## config.mk

```make
export PLATFORM = sky130hd
export DESIGN_NAME = tick_timer
export DESIGN_NICKNAME = d
export VERILOG_FILES = /design/src/rtl/tick_timer_pkg.sv /design/src/rtl/tt_regs.sv /design/src/rtl/tt_prescaler.sv /design/src/rtl/tt_count_fsm.sv /design/src/rtl/tick_timer.sv
export SDC_FILE = /design/constraint.sdc
export NUM_CORES = 1
export LEC_CHECK = 0
export ABC_AREA = 1
export ABC_CLOCK_PERIOD_IN_PS = 3900
export BUFFER_PORTS_ARGS = -buffer_cell sky130_fd_sc_hd__buf_2
export CORE_MARGIN = 2
export CORE_UTILIZATION = 55
export CTS_BUF_LIST = sky130_fd_sc_hd__clkbuf_8
export CTS_CLUSTER_SIZE = 24
export DETAILED_ROUTE_END_ITERATION = 10
export PLACE_DENSITY = 0.73
export SYNTH_ARGS = -nofsm -noshare
export SYNTH_HDL_FRONTEND = slang
export SYNTH_SLANG_ARGS = --single-unit
```

## constraint.sdc

```tcl
create_clock -name clk -period 3.9 [get_ports clk]
set_input_delay 0.195 -clock clk [delete_from_list [all_inputs] [get_ports clk]]
set_output_delay 0.195 -clock clk [all_outputs]
set_load 0.01 [all_outputs]
```

## src/rtl/tick_timer_pkg.sv

```systemverilog
`timescale 1ns/1ps
package tick_timer_pkg;
    typedef enum logic [1:0] {
        ST_OFF  = 2'd0,
        ST_RUN  = 2'd1,
        ST_DONE = 2'd2
    } tt_state_e;

    localparam int REG_AW = 2;
    localparam logic [REG_AW-1:0] A_CTRL   = 2'd0;
    localparam logic [REG_AW-1:0] A_COUNT  = 2'd1;
    localparam logic [REG_AW-1:0] A_PERIOD = 2'd2;
    localparam logic [REG_AW-1:0] A_SCALE  = 2'd3;

    localparam int B_PWR  = 0;
    localparam int B_EN   = 1;
    localparam int B_RLD  = 2;
    localparam int B_FLAG = 3;
    localparam int CTRL_W = 4;
endpackage

```

## src/rtl/tt_regs.sv

```systemverilog
`timescale 1ns/1ps
module tt_regs
    import tick_timer_pkg::*;
#(
    parameter int DATA_W  = 32,
    parameter int SCALE_W = 8
) (
    input  logic                clk,
    input  logic                rst_n,
    input  logic                wr_en,
    input  logic [REG_AW-1:0]   wr_addr,
    input  logic [DATA_W-1:0]   wr_data,
    input  logic                expire,
    output logic                pwr_q,
    output logic                en_q,
    output logic                rld_q,
    output logic                flag_q,
    output logic                run_d,
    output logic                rld_d,
    output logic [DATA_W-1:0]   period_q,
    output logic [SCALE_W-1:0]  scale_q,
    output logic                scale_wr,
    output logic                cnt_wr,
    output logic                per_wr
);
    logic ctrl_wr;
    logic pwr_d, en_d, flag_d;

    always_comb begin
        ctrl_wr  = wr_en && (wr_addr == A_CTRL);
        cnt_wr   = wr_en && (wr_addr == A_COUNT);
        per_wr   = wr_en && (wr_addr == A_PERIOD);
        scale_wr = wr_en && (wr_addr == A_SCALE);
        pwr_d    = ctrl_wr ? wr_data[B_PWR] : pwr_q;
        en_d     = ctrl_wr ? wr_data[B_EN]  : en_q;
        rld_d    = ctrl_wr ? wr_data[B_RLD] : rld_q;
        // expiry outranks a same-cycle clearing write: the flag is sticky
        flag_d   = (ctrl_wr ? wr_data[B_FLAG] : flag_q) | expire;
        run_d    = pwr_d & en_d;
    end

    always_ff @(posedge clk or negedge rst_n) begin
        if (!rst_n) begin
            pwr_q  <= 1'b0;
            en_q   <= 1'b0;
            rld_q  <= 1'b0;
            flag_q <= 1'b0;
        end else begin
            pwr_q  <= pwr_d;
            en_q   <= en_d;
            rld_q  <= rld_d;
            flag_q <= flag_d;
        end
    end

    always_ff @(posedge clk or negedge rst_n) begin
        if (!rst_n) begin
            period_q <= '0;
            scale_q  <= '0;
        end else begin
            if (per_wr)   period_q <= wr_data;
            if (scale_wr) scale_q  <= wr_data[SCALE_W-1:0];
        end
    end

    // an expiry always leaves the flag set
    a_r7_flag_on_expire: assert property (@(posedge clk) disable iff (!rst_n)
        expire |=> flag_q);
    // only a control write can drop the flag
    a_r7_flag_sticky: assert property (@(posedge clk) disable iff (!rst_n)
        (flag_q && !(wr_en && wr_addr == A_CTRL)) |=> flag_q);
endmodule

```

## src/rtl/tt_prescaler.sv

```systemverilog
`timescale 1ns/1ps
module tt_prescaler #(
    parameter int SCALE_W = 8
) (
    input  logic               clk,
    input  logic               rst_n,
    input  logic               run,
    input  logic               restart,
    input  logic [SCALE_W-1:0] scale,
    output logic               tick
);
    logic [SCALE_W-1:0] div_q;

    assign tick = run && !restart && (div_q == scale);

    always_ff @(posedge clk or negedge rst_n) begin
        if (!rst_n)                 div_q <= '0;
        else if (!run || restart)   div_q <= '0;
        else if (div_q == scale)    div_q <= '0;
        else                        div_q <= div_q + SCALE_W'(1);
    end

    // the divider never passes the programmed scale
    a_r4_div_bound: assert property (@(posedge clk) disable iff (!rst_n)
        div_q <= scale);
    // with scale above zero ticks never come back to back
    a_r4_tick_gap: assert property (@(posedge clk) disable iff (!rst_n)
        (tick && scale != '0) |=> !tick);
    // a scale write yields no tick on the following cycle unless scale is zero
    a_r6_restart_gap: assert property (@(posedge clk) disable iff (!rst_n)
        (restart && run) |=> (!tick || scale == '0));
endmodule

```

## src/rtl/tt_count_fsm.sv

```systemverilog
`timescale 1ns/1ps
module tt_count_fsm
    import tick_timer_pkg::*;
#(
    parameter int CNT_W = 32
) (
    input  logic              clk,
    input  logic              rst_n,
    input  logic              tick,
    input  logic              cnt_wr,
    input  logic              per_wr,
    input  logic [CNT_W-1:0]  wr_data,
    input  logic [CNT_W-1:0]  period_q,
    input  logic              rld_q,
    input  logic              run_d,
    input  logic              rld_d,
    output logic [CNT_W-1:0]  count_q,
    output tt_state_e         state_q,
    output logic              expire
);
    logic [CNT_W-1:0] count_d;
    tt_state_e        state_d;

    assign expire = tick && (count_q <= CNT_W'(1));

    always_comb begin
        if (per_wr)       count_d = wr_data;
        else if (cnt_wr)  count_d = wr_data;
        else if (expire)  count_d = rld_q ? period_q : '0;
        else if (tick)    count_d = count_q - CNT_W'(1);
        else              count_d = count_q;
    end

    always_comb begin
        state_d = state_q;
        unique case (state_q)
            ST_OFF: begin
                // start
                if (run_d) state_d = (count_d == '0 && !rld_d) ? ST_DONE : ST_RUN;
            end
            ST_RUN: begin
                if (!run_d)                          state_d = ST_OFF;   // halt
                else if (count_d == '0 && !rld_d)    state_d = ST_DONE;  // expire-stop
            end
            ST_DONE: begin
                if (!run_d)                          state_d = ST_OFF;   // halt
                else if (count_d != '0 || rld_d)     state_d = ST_RUN;   // rearm
            end
            default: state_d = ST_OFF;
        endcase
    end

    always_ff @(posedge clk or negedge rst_n) begin
        if (!rst_n) state_q <= ST_OFF;
        else        state_q <= state_d;
    end

    always_ff @(posedge clk or negedge rst_n) begin
        if (!rst_n) count_q <= '0;
        else        count_q <= count_d;
    end

    // an idle timer keeps its count unless software writes it
    a_r5_hold_off: assert property (@(posedge clk) disable iff (!rst_n)
        (state_q != ST_RUN && !cnt_wr && !per_wr) |=> (count_q == $past(count_q)));
    // expiry without reload parks at zero
    a_r9_stop_zero: assert property (@(posedge clk) disable iff (!rst_n)
        (expire && !rld_q && !cnt_wr && !per_wr) |=> (count_q == '0 && state_q != ST_RUN));
    // expiry with reload refills from period
    a_r8_reload: assert property (@(posedge clk) disable iff (!rst_n)
        (expire && rld_q && !cnt_wr && !per_wr) |=> (count_q == $past(period_q)));
    // a period write lands in the count
    a_r2_period_load: assert property (@(posedge clk) disable iff (!rst_n)
        per_wr |=> (count_q == period_q));
endmodule

```

## src/rtl/tick_timer.sv

```systemverilog
`timescale 1ns/1ps
module tick_timer
    import tick_timer_pkg::*;
#(
    parameter int DATA_W  = 32,
    parameter int SCALE_W = 8
) (
    input  logic              clk,
    input  logic              rst_n,
    input  logic              wr_en,
    input  logic [1:0]        wr_addr,
    input  logic [31:0]       wr_data,
    input  logic [1:0]        rd_addr,
    output logic [31:0]       rd_data,
    output logic              irq
);
    localparam int CTRL_PAD = DATA_W - CTRL_W;

    logic pwr_q, en_q, rld_q, flag_q, run_d, rld_d;
    logic scale_wr, cnt_wr, per_wr, tick, expire;
    logic [DATA_W-1:0]  period_q, count_q;
    logic [SCALE_W-1:0] scale_q;
    tt_state_e          state_q;

    tt_regs #(.DATA_W(DATA_W), .SCALE_W(SCALE_W)) u_regs (
        .clk(clk), .rst_n(rst_n), .wr_en(wr_en), .wr_addr(wr_addr),
        .wr_data(wr_data), .expire(expire),
        .pwr_q(pwr_q), .en_q(en_q), .rld_q(rld_q), .flag_q(flag_q),
        .run_d(run_d), .rld_d(rld_d), .period_q(period_q), .scale_q(scale_q),
        .scale_wr(scale_wr), .cnt_wr(cnt_wr), .per_wr(per_wr)
    );

    tt_prescaler #(.SCALE_W(SCALE_W)) u_pre (
        .clk(clk), .rst_n(rst_n), .run(state_q == ST_RUN),
        .restart(scale_wr), .scale(scale_q), .tick(tick)
    );

    tt_count_fsm #(.CNT_W(DATA_W)) u_fsm (
        .clk(clk), .rst_n(rst_n), .tick(tick), .cnt_wr(cnt_wr), .per_wr(per_wr),
        .wr_data(wr_data), .period_q(period_q), .rld_q(rld_q),
        .run_d(run_d), .rld_d(rld_d), .count_q(count_q), .state_q(state_q),
        .expire(expire)
    );

    always_comb begin
        unique case (rd_addr)
            A_CTRL:   rd_data = {{CTRL_PAD{1'b0}}, flag_q, rld_q, en_q, pwr_q};
            A_COUNT:  rd_data = count_q;
            A_PERIOD: rd_data = period_q;
            default:  rd_data = DATA_W'(scale_q);
        endcase
    end

    assign irq = flag_q;

    // running implies both power and enable are set
    a_r10_run_gate: assert property (@(posedge clk) disable iff (!rst_n)
        (state_q != ST_OFF) |-> (pwr_q && en_q));
    // state is one-hot-or-idle legal after reset
    a_r1_state_legal: assert property (@(posedge clk) disable iff (!rst_n)
        state_q inside {ST_OFF, ST_RUN, ST_DONE});
endmodule

```

# Word-level counts from Yosys, hierarchy flattened
# Index checks and enable logic that the tools add are counted.
dict set report classes {
  n_addsub 2
  mul 0
  div_mod_pow 0
  order_cmp 1
  n_eq_ne 11
  shifts 0
  mux 19
  n_bitwise 2
  reduce_logical 19
}
# cell n
set ops {}
lappend ops {{$mux W32} 5}
lappend ops {{$pmux W32 S3} 1}
lappend ops {{$le A32 B1 Y1 const B} 1}
lappend ops {{$logic_not A32 Y1} 1}
lappend ops {{$reduce_bool A32 Y1} 1}
lappend ops {{$sub A32 B1 Y32 const B} 1}
lappend ops {{$mux W8} 2}
lappend ops {{$mux W2} 6}
lappend ops {{$add A8 B1 Y8 const B} 1}
lappend ops {{$eq A2 B2 Y1 const B} 4}
lappend ops {{$eq A8 B8 Y1} 1}
lappend ops {{$logic_and A1 B1 Y1} 8}
lappend ops {{$eq A2 B1 Y1 const B} 3}
lappend ops {{$logic_not A2 Y1} 3}
lappend ops {{$ne A3 B3 Y1 const B} 2}
lappend ops {{$pmux W2 S3} 1}
lappend ops {{$mux W1} 4}
lappend ops {{$logic_not A1 Y1} 3}
lappend ops {{$reduce_and A3 Y1} 1}
lappend ops {{$logic_or A1 B1 Y1} 2}
lappend ops {{$ne A2 B1 Y1 const B} 1}
lappend ops {{$and A1 B1 Y1} 1}
lappend ops {{$or A1 B1 Y1} 1}
dict set report word_totals {
  register_bits 86
  latch_bits 0
  ram_bits 0
  romBits 0
  memories 0
}

# Logic depth before layout (Yosys ltp)
# Gate-level depths: netlist of run 1.
dict set report depth {
  ltp_word 14
  ltp_mapped 22
  mapped_depth_nobuf 20
}

# Modules after synthesis
# A second synthesis of run 1 with hierarchy kept.
dict set report hier_totals {
  cells_unflattened 936
  hier_area_um2 6112.1
}
# mod n_inst cells_each area_each_um2
set modules_own_cells {}
lappend modules_own_cells {tt_count_fsm 1 551 3350.7}
lappend modules_own_cells {tt_regs 1 187 1694.1}
lappend modules_own_cells {tick_timer 1 123 539.3}
lappend modules_own_cells {tt_prescaler 1 75 528.0}

# Least setup slack after synthesis of run 1
# Ideal clock, no wire load.
dict set report synth_path {
  path_kind {register to register}
  startpoint {register u_fsm.count_q[0]}
  endpoint {register u_fsm.state_q[0]}
  arrival_ns 2.190
  slack_ns 1.597
  path_stages_with_launch 19
  path_buffers 1
  period_less_slack_ns 2.303
  cell_sequence {dfrtp_1 > inv_1 > ha_1 > nand2_4 > nor2_8 > nand2_2 > a21oi_4 > nand2_2 > buf_6 > nand2_1 > nand3_1 > nand2_1 > nand2_1 > nor2_1 > nand2_1 > nor2_1 > nand3_1 > nand2_1 > inv_1}
}
dict set report synth_between {
  elab_chain_len 10
  word_cells_on_any_way 17
  cone_classes {add/sub (1); order compare (1); eq/ne (2); mux (7); reduce/logical (6)}
}
# item line
set synth_rtl {}
lappend synth_rtl {{start, declared} tt_count_fsm.sv:17} ;# output logic [CNT_W-1:0] count_q,
lappend synth_rtl {{start signal, assigned} tt_count_fsm.sv:60} ;# else count_q <= count_d;
lappend synth_rtl {{$sub A32 B1 Y32 or $le A32 B1 Y1 (tied branches)} {tt_count_fsm.sv:30, tt_count_fsm.sv:24}}
lappend synth_rtl {{$mux W32 or $logic_and A1 B1 Y1 (tied branches)} {tt_count_fsm.sv:30, tt_count_fsm.sv:24}}
lappend synth_rtl {{$mux W32 *} tt_count_fsm.sv:29} ;# else if (expire) count_d = rld_q ? period_q : '0;
lappend synth_rtl {{$mux W32 *} tt_count_fsm.sv:28} ;# else if (cnt_wr) count_d = wr_data;
lappend synth_rtl {{$mux W32 *} tt_count_fsm.sv:27} ;# if (per_wr) count_d = wr_data;
lappend synth_rtl {{$logic_not A32 Y1} {tt_count_fsm.sv:39, tt_count_fsm.sv:43}}
lappend synth_rtl {{$logic_and A1 B1 Y1} {tt_count_fsm.sv:39, tt_count_fsm.sv:43}}
lappend synth_rtl {{$mux W2 (2 in series)} tt_count_fsm.sv:39} ;# if (run_d) state_d = (count_d == '0 && !rld_d) ? ST_DONE : ST_RUN;
lappend synth_rtl {{$pmux W2 S3} tt_count_fsm.sv:36} ;# unique case (state_q)
lappend synth_rtl {{end signal, assigned} tt_count_fsm.sv:55} ;# else state_q <= state_d;
lappend synth_rtl {{end, declared} tt_count_fsm.sv:18} ;# output tt_state_e state_q,
# Mark *: on every way between the ends. The rest lies on a longest branch, timed or not. The select of a mux whose other input is x is not followed.
# A chain may end at the register's enable or synchronous reset.

# Final worst setup path of run 1
# Ends and elaborated chain as after synthesis.

==> results.md, run 1 <==
- Post-route cell area: 0.00684 sq mm
- GPL Wtd Cong: 0.929
- Number of synthesized register bits: 86
- Max cap viols: 0
- Clock Latency Late Sink: 0.39 ns
- Sum of negative setup slack: 0 ns
- Hold slack final: 0.0257 ns
- FFs w/ async S/R, synth: 1.00
- Post-CTS Setup Repair Bufs: 0
- Clock Skew: 0.00921 ns
- Remaining Overflow, GRT: 0
- Non-Filler Instances: 1174
- Worst setup margin: 0.777 ns
- Io pins: 72
- Gr usage total: 0.293
- Relative slew margins: 0.183
- Detailed placement HPWL: 11700 microns
- PwrDens: 407 mW/mm^2
- Fin. max-slew vios: 0
- Input/output buffers: 71
- Crit Path Class: flop to flop
- Layout Area Growth over Synthesis: 11.5%
- Maximum level of the CTS H-tree: 3
- Drt pass-1 iters: 5
- Die width: 110 microns
- Syn_nets: 1015
- Vias: 6134
- RSZ-0062 raised after global routing: no
- Cell Area, Synth: 0.00613 sq mm
- Fillers: 1086
- Top FF cell, synth: dfrtp_1
- First-pass GRT wire length: 27300 microns
- Largest net degree at the start of global routing: 65
- Residual DRC: 0
- Setup-failing EPs final: 0
- Pre-CTS WS: 0.872 ns
- Worst slew pin tran: 1.23 ns
- Worst-path maximum fanout: 23
- Core box area: 0.0108 sq mm
- DP Cell Count: 1157
- Post-synth EDFFs: 0
- Proportion of layout cells with a drive suffix above 1: 0.125
- Critical Path Source Type: flop
- Seq/Total Area, Yosys: 0.351
- Initial core utilization: 0.565
- Worst hold path class: input pin to flop
- DRT antenna net count: 0
- Storage element area: 0.00215 sq mm
- Via density: 5.22
- Max Fclk: 320 MHz
- Leakage: 3.63 nW
- Dpl cell area: 0.00656 sq mm
- Final Hold Fails: 0
- CTS tree: built
- Minimum clock period: 3.12 ns
- Worst Path Required: 4.19 ns
- 1st-iter DRT viols: 459
- Die footprint: 0.0120 sq mm
- Final wirelength: 16200 microns
- Syn avg cell area: 6.30 sq um
- Sinks on Clock Net: 86
- Multi-input combinational cell area: 0.00320 sq mm
- Synth Instances: 973
- Routed WL per cell: 13.8 microns
- Vias in the first global route: 5560
- Syn. warnings: 0
- Status: finished, final reports clean
- Cell row count: 38
- Root buffer cell: clkbuf_8
- VDD IR max: 0.298 mV
- CTS Buf Count: 9
- Reg clk slew, reported paths: 0.09 ns
- Clk buf depth: 2
- Fin nets: 1071
- Initial antenna violation count: 0
- Library cells used by synthesis: 38
- Worst Path Arrival: 3.42 ns
- ANT cells: 0
- Die Ht: 110 microns
- CP endpoint kind: flop
- Tcrit/Tclk final: 0.801
## final cells by class
cell class | instances | share of cell area
Clock inverter | 6 | 0.0194
Timing Repair Buffer | 80 | 0.0626
Sequential cell | 86 | 0.315
Clock buffer | 10 | 0.0201
Multi-Input combinational cell | 688 | 0.467
Tap cell | 140 | 0.0256
Inverter | 164 | 0.0900
## cell families (layout without fill, tap and decap cells)
logic type	count (synthesis)	count (layout)	synth area share
AOI/OAI and AO/OA	88	88	0.0827
xor gates and xnor gates	17	17	0.0243
adders and majority gates	3	3	0.00612
buffers and inverters	199	260	0.129
DFF	86	86	0.351
and+or+nand+nor	580	580	0.407
## routing by layer
metal,global-route usage,up-vias,routed length (microns)
li1,-,3153,-
met1,0.431,2796,8010
met2,0.439,163,7020
met3,0.0522,22,909
met4,0.0877,0,266
met5,0,-,0
## what timing repair did
action	4_1_cts	5_1_grt
hold buffers	1	0
resized for setup	0	0
hold endpoints to repair	49	0
## per-stage QoR
stage          total power, mW  utilization
2_1_floorplan             1.70            -
3_3_place_gp              1.93        0.605
3_5_place_dp              1.94        0.605
4_1_cts                   2.80        0.631
5_1_grt                   2.98        0.631
6_report                  2.78        0.631
## critical path, stage by stage (launching register included)
cell     delay, ns
dfrtp_1       0.43
inv_1         0.15
ha_1          0.35
nand2_4       0.14
nor2_8        0.17
nand2_2       0.11
a21oi_4       0.22
nand2_2       0.30
nand2_1       0.18
nand3_1       0.08
nand2_1       0.15
nand2_1       0.06
nor2_1        0.15
nand2_1       0.13
nor2_1        0.13
nand3_1       0.12
nand2_1       0.11
inv_1         0.04
## cell usage in the layout (no fill, tap or decap), types with 3 or more instances in the layout
cell type	count
ha_1	3
a21oi_1	6
clkbuf_8	10
inv_2	5
nor3_1	8
nand4_1	37
xor2_1	10
nand3b_1	3
dfrtp_1	86
xnor2_1	7
or2_2	8
o21ai_0	49
nand3_1	67
nor2_4	5
nand2_1	335
o22ai_1	23
nand2_2	4
inv_1	158
o221ai_1	4
bufinv_16	4
buf_2	70
nor2_1	100
buf_4	9
nor2_2	7
## flip-flops by register name, indices dropped and copies added (netlist names)
| name | cells |
|---|---|
| u_regs.scale_q | 8 |
| u_regs.flag_q | 1 |
| u_regs.period_q | 32 |
| u_pre.div_q | 8 |
| u_fsm.state_q | 2 |
| u_fsm.count_q | 32 |
| u_regs.en_q | 1 |
| u_regs.pwr_q | 1 |
| u_regs.rld_q | 1 |
## synth_stat cells (all sizes together), types with 9 or more instances
master | n | area share
buf | 15 | 0.017
clkbuf | 20 | 0.012
dfrtp | 86 | 0.35
inv | 163 | 0.10
nand2 | 340 | 0.21
nand3 | 68 | 0.056
nand4 | 37 | 0.038
nor2 | 113 | 0.079
nor3 | 9 | 0.0082
o21ai | 50 | 0.041
o22ai | 23 | 0.023
or2 | 9 | 0.0092
xor2 | 10 | 0.014
## power breakdown
group / total [mW] / switching (mW) / internal [mW]
clock network: 0.846 / 0.340 / 0.506
registers: 1.20 / 0.163 / 1.04
logic: 0.739 / 0.472 / 0.267
## final timing paths
kind | from | end | slack [ns] | cells after the start
max in group asynchronous | rst_n | u_fsm.count_q[13] | 2.59 | 3
worst min register to register | u_pre.div_q[0] | u_pre.div_q[0] | 0.49 | 1
worst min-delay path | wr_data[19] | u_regs.period_q[19] | 0.03 | 3
worst max-delay path | u_fsm.count_q[0] | u_fsm.state_q[0] | 0.78 | 17
worst max register to register | u_fsm.count_q[0] | u_fsm.state_q[0] | 0.78 | 17
min in group asynchronous | rst_n | u_regs.flag_q | 0.37 | 2
No activity file was read; power rests on OpenSTA's default activity.
==> inputs of run 2 (changes only) <==
- ABC_CLOCK_PERIOD_IN_PS: 3900 -> 2930
- clock period: 3.9 -> 2.93 ns (I/O delays scaled with it)
==> run 2 against run 1 <==
Combinational power grew 42%. Maximum frequency grew 16%. Clock skew is essentially flat. Critical path depth is the same. Count of clock-buffer cells in the layout is the same. Sequential power grew 32%. Critical endpoint unchanged. Clock power shrank 9.2%. First-iteration DRC count grew 14%. Non-clock buffer count grew 40. Sequential cell count is the same.
==> results.md, run 2 (synthesis results as in run 1) <==
- Fillers: 1042 (-4.1%)
- Initial core utilization: 0.565 (unchanged)
- Status: finished, final reports clean
- R2R cell count: 17 (unchanged)
- Core box area: 0.0108 sq mm (unchanged)
- Vias: 6309 (+2.9%)
- Minimum clock period: 2.69 ns (-0.431 ns)
- Sum of negative setup slack: 0 ns (unchanged)
- Routed WL per cell: 14.0 microns (+1.1%)
- Critical Path Source Type: flop
- Leakage: 3.80 nW (+4.7%)
- Io pins: 72 (unchanged)
- Input/output buffers: 71 (unchanged)
- CP endpoint kind: flop
- RSZ-0062 raised after global routing: no
- Commonest non-fill, non-tap cells in the layout: nand2_1, inv_1, nor2_1, dfrtp_1, buf_2
- Worst hold path class: input pin to flop
- First-pass GRT wire length: 28400 microns (+4.2%)
- Worst-path maximum fanout: 23 (unchanged)
- Reg clk slew, reported paths: 0.09 ns (about the same)
- Hold_sp: wr_data[20]
- Layout Area Growth over Synthesis: 16.6%
- Root buffer cell: clkbuf_8
- Die width: 110 microns (unchanged)
- Worst Hold Depth: 3 (unchanged)
- Commonest non-fill, non-tap cell in the layout: nand2_1
- Worst slew pin tran: 0.893 ns (-0.333 ns)
- Final wirelength: 16900 microns (+4.5%)
- Hold Path End: u_regs.period_q[20]
- CTS tree: built
- Max Fclk: 371 MHz (+16%)
- Die footprint: 0.0120 sq mm (unchanged)
- Clock Latency Late Sink: 0.39 ns (about the same)
- 1st-iter DRT viols: 525 (+14%)
- Maximum level of the CTS H-tree: 3 (unchanged)
- Worst Path Arrival: 2.99 ns (-0.43 ns)
- Die Ht: 110 microns (unchanged)
- Post-route cell area: 0.00715 sq mm (+4.6%)
- Dpl cell area: 0.00668 sq mm (+1.9%)
- Final Hold Fails: 0 (unchanged)
- Relative slew margins: 0.403 (+0.220)
- Drt pass-1 iters: 5 (unchanged)
- Tcrit/Tclk final: 0.919 (+0.118)
- Largest net degree at the start of global routing: 47 (-28%)
- Remaining Overflow, GRT: 0 (unchanged)
- GPL Wtd Cong: 0.926 (-0.24%)
- Crit Path Class: flop to flop
- Residual DRC: 0 (unchanged)
- DRT antenna net count: 0 (unchanged)
- Tot Pwr: 3.40 mW (+22%)
- ANT cells: 0 (unchanged)
- Max cap viols: 0 (unchanged)
- Reg2reg setup slack: 0.24 ns (-0.54 ns)
- Vias in the first global route: 5972 (+7.4%)
- Via density: 5.20 (-0.54%)
- Worst flop-to-flop path startpoint: u_fsm.count_q[0]
- VDD IR max: 0.390 mV (+31%)
- CTS Buf Count: 9 (unchanged)
- Fin. max-slew vios: 0 (unchanged)
- Cell row count: 38 (unchanged)
- Clk buf depth: 2 (unchanged)
- PwrDens: 476 mW/mm^2 (+17%)
- Detailed placement HPWL: 12500 microns (+6.5%)
- Setup-failing EPs final: 0 (unchanged)
- Gr usage total: 0.304 (+0.0111)
- Initial antenna violation count: 0 (unchanged)
- Fin nets: 1111 (+3.7%)
- Clock Skew: 0.00881 ns (-0.000396 ns)
- Proportion of layout cells with a drive suffix above 1: 0.128 (+0.00373)
- FF-to-FF End: u_fsm.state_q[0]
- Worst Path Required: 3.22 ns (-0.97 ns)
- Largest regs: u_fsm.count_q: 32 flops, u_regs.period_q: 32 flops
- Sinks on Clock Net: 86 (unchanged)
## run 2: worst max-delay path by stage
stage | startpoint | to | slack (ns) | cells past startpoint
2_1_floorplan | u_fsm.count_q[0] | u_fsm.state_q[0] | 0.63 | 18
3_3_place_gp | u_fsm.count_q[0] | u_fsm.state_q[0] | 0.19 | 17
5_1_grt | u_fsm.count_q[0] | u_fsm.state_q[0] | 0.02 | 17
4_1_cts | u_fsm.count_q[0] | u_fsm.state_q[0] | 0.09 | 17
3_5_place_dp | u_fsm.count_q[0] | u_fsm.state_q[0] | 0.11 | 17
6_report | u_fsm.count_q[0] | u_fsm.state_q[0] | 0.24 | 17
## run 2: stage by stage
stage	hold WS (ns)	util	std cells	worst slack, ns
finish	0.00709	0.659	1214	0.238
detailed placement	0.179	0.617	1169	0.113
global placement	0.177	0.617	1169	0.188
floorplan	-0.149	-	973	0.627
CTS	0.000242	0.659	1214	0.0907
global route	0.0225	0.659	1214	0.0198
## run 2: cell type report
cell class,count,area [sq um],area share
Multi-Input combinational cell,688,3200,0.448
Sequential cell,86,2150,0.301
Timing Repair Buffer,120,836,0.117
Inverter,164,616,0.0861
Tap cell,140,175,0.0245
Clock buffer,10,138,0.0193
Clock inverter,6,31.3,0.00438
## run 2: metal layers
layer,part of all wire,routed length (microns),global-route usage
met4,0.019,314,0.0922
met1,0.48,8100,0.426
met2,0.43,7350,0.468
met5,0,0,0
met3,0.069,1180,0.0688
## run 2: timing repair
item                                    4_1_cts  5_1_grt
endpoints found under the hold margin        68        0
hold buffers                                 29        0
setup buffers                                 0        0
gates resized for setup                       0        1
endpoints found under the setup margin        0        2
## run 2: critical path, cell delays in order, from the launching register on
cell     delay [ns]
dfrtp_1        0.43
inv_1          0.16
ha_1           0.24
nand2_4        0.11
nor2_8         0.16
nand2_2        0.10
a21oi_4        0.24
nand2_4        0.21
nand2_1        0.13
nand3_1        0.07
nand2_1        0.10
nand2_1        0.06
nor2_1         0.14
nand2_1        0.11
nor2_1         0.11
nand3_1        0.10
nand2_1        0.09
inv_1          0.04
## run 2: power by group
part,internal [mW],switching [mW]
Combinational,0.397,0.658
Clock,0.321,0.447
Sequential,1.38,0.200
Total,2.10,1.31
==> inputs of run 3 (changes only) <==
- SYNTH_HIERARCHICAL: unset -> 1
==> run 3 against run 2 <==
Utilization grew 0.21 points. Highest routed layer unchanged. Critical endpoint is now u_fsm/state_q[0]. Sequential share of layout area fell by 0.095 points. Worst setup slack got worse by 0.011 ns.
==> results.md, run 3 <==
- Syn_nets: 978 (-3.6%)
- Crit Path Class: flop to flop
- Tcrit/Tclk final: 0.923 (+0.00376)
- Proportion of layout cells with a drive suffix above 1: 0.208 (+0.0795)
- Top cell type's share of synthesized area: 0.352 (+0.00101)
- Hold Path End: u_fsm/count_q[5]
- Post-synth EDFFs: 0 (unchanged)
- Max cap viols: 0 (unchanged)
- Synth Instances: 936 (-3.8%)
- Max Fclk: 370 MHz (-0.41%)
- Largest regs: u_fsm/count_q: 32 flops, u_regs/period_q: 32 flops
- Number of synthesized register bits: 86 (unchanged)
- Vias in the first global route: 5579 (-6.6%)
- Worst flop-to-flop path startpoint: u_pre/div_q[3]
- Die Ht: 109 microns (-0.14%)
- Final core occ: 0.661 (+0.00208)
- ANT cells: 0 (unchanged)
- CP endpoint kind: flop
- Relative slew margins: 0.497 (+0.0937)
- Int Pwr: 2.16 mW (+3.2%)
- CTS tree: built
- Status: finished, final reports clean
- Worst Path Required: 3.20 ns (-0.02 ns)
- Seq/Total Area, Yosys: 0.352 (+0.00101)
- Initial antenna violation count: 0 (unchanged)
- CTS Buf Count: 9 (unchanged)
- Post-CTS Setup Repair Bufs: 0 (unchanged)
- Combinational fraction of design power: 0.297 (-0.013)
- Worst-path maximum fanout: 14 (-39%)
- Switching share of power: 0.376 (-0.00781)
- Reg power frac: 0.461 (-0.003)
- Library cells used by synthesis: 33 (-13%)
- Via density: 5.16 (-0.66%)
- Sinks on Clock Net: 86 (unchanged)
- Worst Hold Depth: 3 (unchanged)
- Fin. max-slew vios: 0 (unchanged)
- Worst Path Arrival: 2.97 ns (-0.02 ns)
- Hold slack final: 0.0199 ns (+0.0128 ns)
- Die footprint: 0.0120 sq mm (-0.28%)
- Commonest non-fill, non-tap cells in the layout: nand2_1, inv_1, nand3_1, dfrtp_1, nor2_1
- Clock Skew: 0.00873 ns (-0.0000884 ns)
- Worst setup margin: 0.227 ns (-0.0110 ns)
- Input/output buffers: 71 (unchanged)
- Top FF cell, synth: dfrtp_1
- Core box area: 0.0108 sq mm (unchanged)
- Syn. warnings: 6 (+6)
- Maximum level of the CTS H-tree: 3 (unchanged)
- Root buffer cell: clkbuf_8
- Layout Area Growth over Synthesis: 17.3%
- First-pass GRT wire length: 27400 microns (-3.4%)
- Post-synth top cells: nand2_1, inv_1, nand3_1
- Remaining Overflow, GRT: 0 (unchanged)
- Clock Latency Late Sink: 0.37 ns (-0.02 ns)
- FFs w/ async S/R, synth: 1.00 (unchanged)
- GPL Wtd Cong: 0.956 (+3.2%)
- Clk buf depth: 2 (unchanged)
- Critical Path Source Type: flop
- Die width: 109 microns (-0.14%)
- DRT antenna net count: 0 (unchanged)
- Final Hold Fails: 0 (unchanged)
- Commonest non-fill, non-tap cell in the layout: nand2_1
- Largest net degree at the start of global routing: 43 (-8.5%)
- Io pins: 72 (unchanged)
- Worst slew pin tran: 0.753 ns (-0.140 ns)
- Detailed placement HPWL: 12400 microns (-0.72%)
- 1st-iter DRT viols: 485 (-7.6%)
- VDD IR max: 0.375 mV (-3.7%)
- Vias: 6133 (-2.8%)
- Count leader, synth: nand2_1
- Syn avg cell area: 6.53 sq um (+3.7%)
- Fin nets: 1086 (-2.3%)
- FF-to-FF End: u_fsm/state_q[0]
- Minimum clock period: 2.70 ns (+0.0110 ns)
- Drt pass-1 iters: 5 (unchanged)
- Routed WL per cell: 14.3 microns (+2.3%)
- Initial core utilization: 0.564 (-0.00162)
- Reg clk slew, reported paths: 0.08 ns (about the same)
- Setup-failing EPs final: 0 (unchanged)
- Hold_sp: wr_data[5]
- Reg2reg setup slack: 0.23 ns (about the same)
- Sum of negative setup slack: 0 ns (unchanged)
- P_sw: 1.30 mW (-0.15%)
- Gr usage total: 0.297 (-0.00699)
- Yosys top cell by area: dfrtp_1
- Clock power frac: 0.242 (+0.016)
- Tot Pwr: 3.47 mW (+1.9%)
- Worst hold path class: input pin to flop
- Top post-synthesis cells by area: dfrtp_1, nand2_1, nand3_1
- Cell row count: 38 (unchanged)
- Final wirelength: 17000 microns (about the same)
- Leakage: 3.81 nW (+0.26%)
- PwrDens: 483 mW/mm^2 (+1.6%)
- Cell Area, Synth: 0.00611 sq mm (-0.29%)
- R2R cell count: 19 (+2)
- Residual DRC: 0 (unchanged)
- Pre-CTS WS: 0.122 ns (+0.00863 ns)
-- run 3: worst max-delay path: stages (launching register included) --
cell and delay (ns):
dfrtp_1 0.44, xnor2_1 0.16, nand2_1 0.07, nor2_1 0.11, nand2_2 0.10, nor2_4 0.11
nand2_1 0.11, nor2_2 0.13, nand2_2 0.07, nor2_4 0.18, buf_12 0.18, nand3_1 0.08
nand3_1 0.11, nand3_1 0.12, a21oi_1 0.22, nand2_1 0.08, nor2_1 0.12, nand2_1 0.07
nor2_1 0.08, nor2_1 0.04
-- run 3: cells by family (layout without fill, tap and decap cells) --
| group | Yosys count | after routing | synth area share |
|---|---|---|---|
| AND/OR/NAND/NOR | 663 | 664 | 0.492 |
| buffers and inverters | 141 | 252 | 0.104 |
| flip-flops | 86 | 86 | 0.352 |
| AO/OA/AOI/OAI | 29 | 29 | 0.0260 |
| XOR/XNOR | 14 | 14 | 0.0201 |
| adder cells (fa/ha/maj) | 3 | 3 | 0.00614 |
-- run 3: metal layers --
| metal | vias to the layer above | share of wire | track usage |
|---|---|---|---|
| met4 | 0 | 0.020 | 0.100 |
| met1 | 2821 | 0.46 | 0.421 |
| li1 | 3098 | - | - |
| met5 | - | 0 | 0 |
| met2 | 187 | 0.46 | 0.468 |
| met3 | 27 | 0.061 | 0.0409 |
-- run 3: worst max-delay path by stage --
stage	from	to	depth (start not counted)	slack, ns
final	u_pre/div_q[3]	u_fsm/state_q[0]	19	0.23
after global routing	u_regs/scale_q[4]	u_fsm/state_q[1]	23	-0.02
after CTS	u_pre/div_q[3]	u_fsm/state_q[1]	22	0.1
after detailed placement	u_pre/div_q[3]	u_fsm/state_q[1]	22	0.12
after global placement	u_pre/div_q[7]	u_fsm/state_q[0]	23	0.17
after floorplan	u_pre/div_q[5]	u_fsm/state_q[0]	24	0.48
-- run 3: stage by stage --
stage / std cells / instance area (sq um)
6_report: 1188 / 7170
5_1_grt: 1188 / 7170
2_1_floorplan: 936 / 6110
3_5_place_dp: 1147 / 6650
3_3_place_gp: 1147 / 6650
4_1_cts: 1187 / 7090
-- run 3: layout make-up --
cell class	instances	area (sq um)
Timing Repair Buffer	123	823
Tap cell	140	175
Inverter	114	428
Clock inverter	5	51.3
Clock buffer	10	138
Multi-Input combinational cell	710	3400
Fill cell	1033	3670
Sequential cell	86	2150
-- run 3: power by group through the flow --
| stage | sequential (mW) | clock (mW) | combinational, mW |
|---|---|---|---|
| floorplan | 1.55 | 0 | 0.695 |
| global route | 1.62 | 0.905 | 1.18 |
| finish | 1.60 | 0.840 | 1.03 |
| CTS | 1.59 | 0.856 | 1.00 |
| global placement | 1.61 | 0 | 0.960 |
| detailed placement | 1.61 | 0 | 0.971 |
-- run 3: timing repair --
item | CTS | global route
hold buffers | 25 | 0
endpoints found under the setup margin | 0 | 2
endpoints found under the hold margin | 64 | 0
resized for setup | 0 | 23
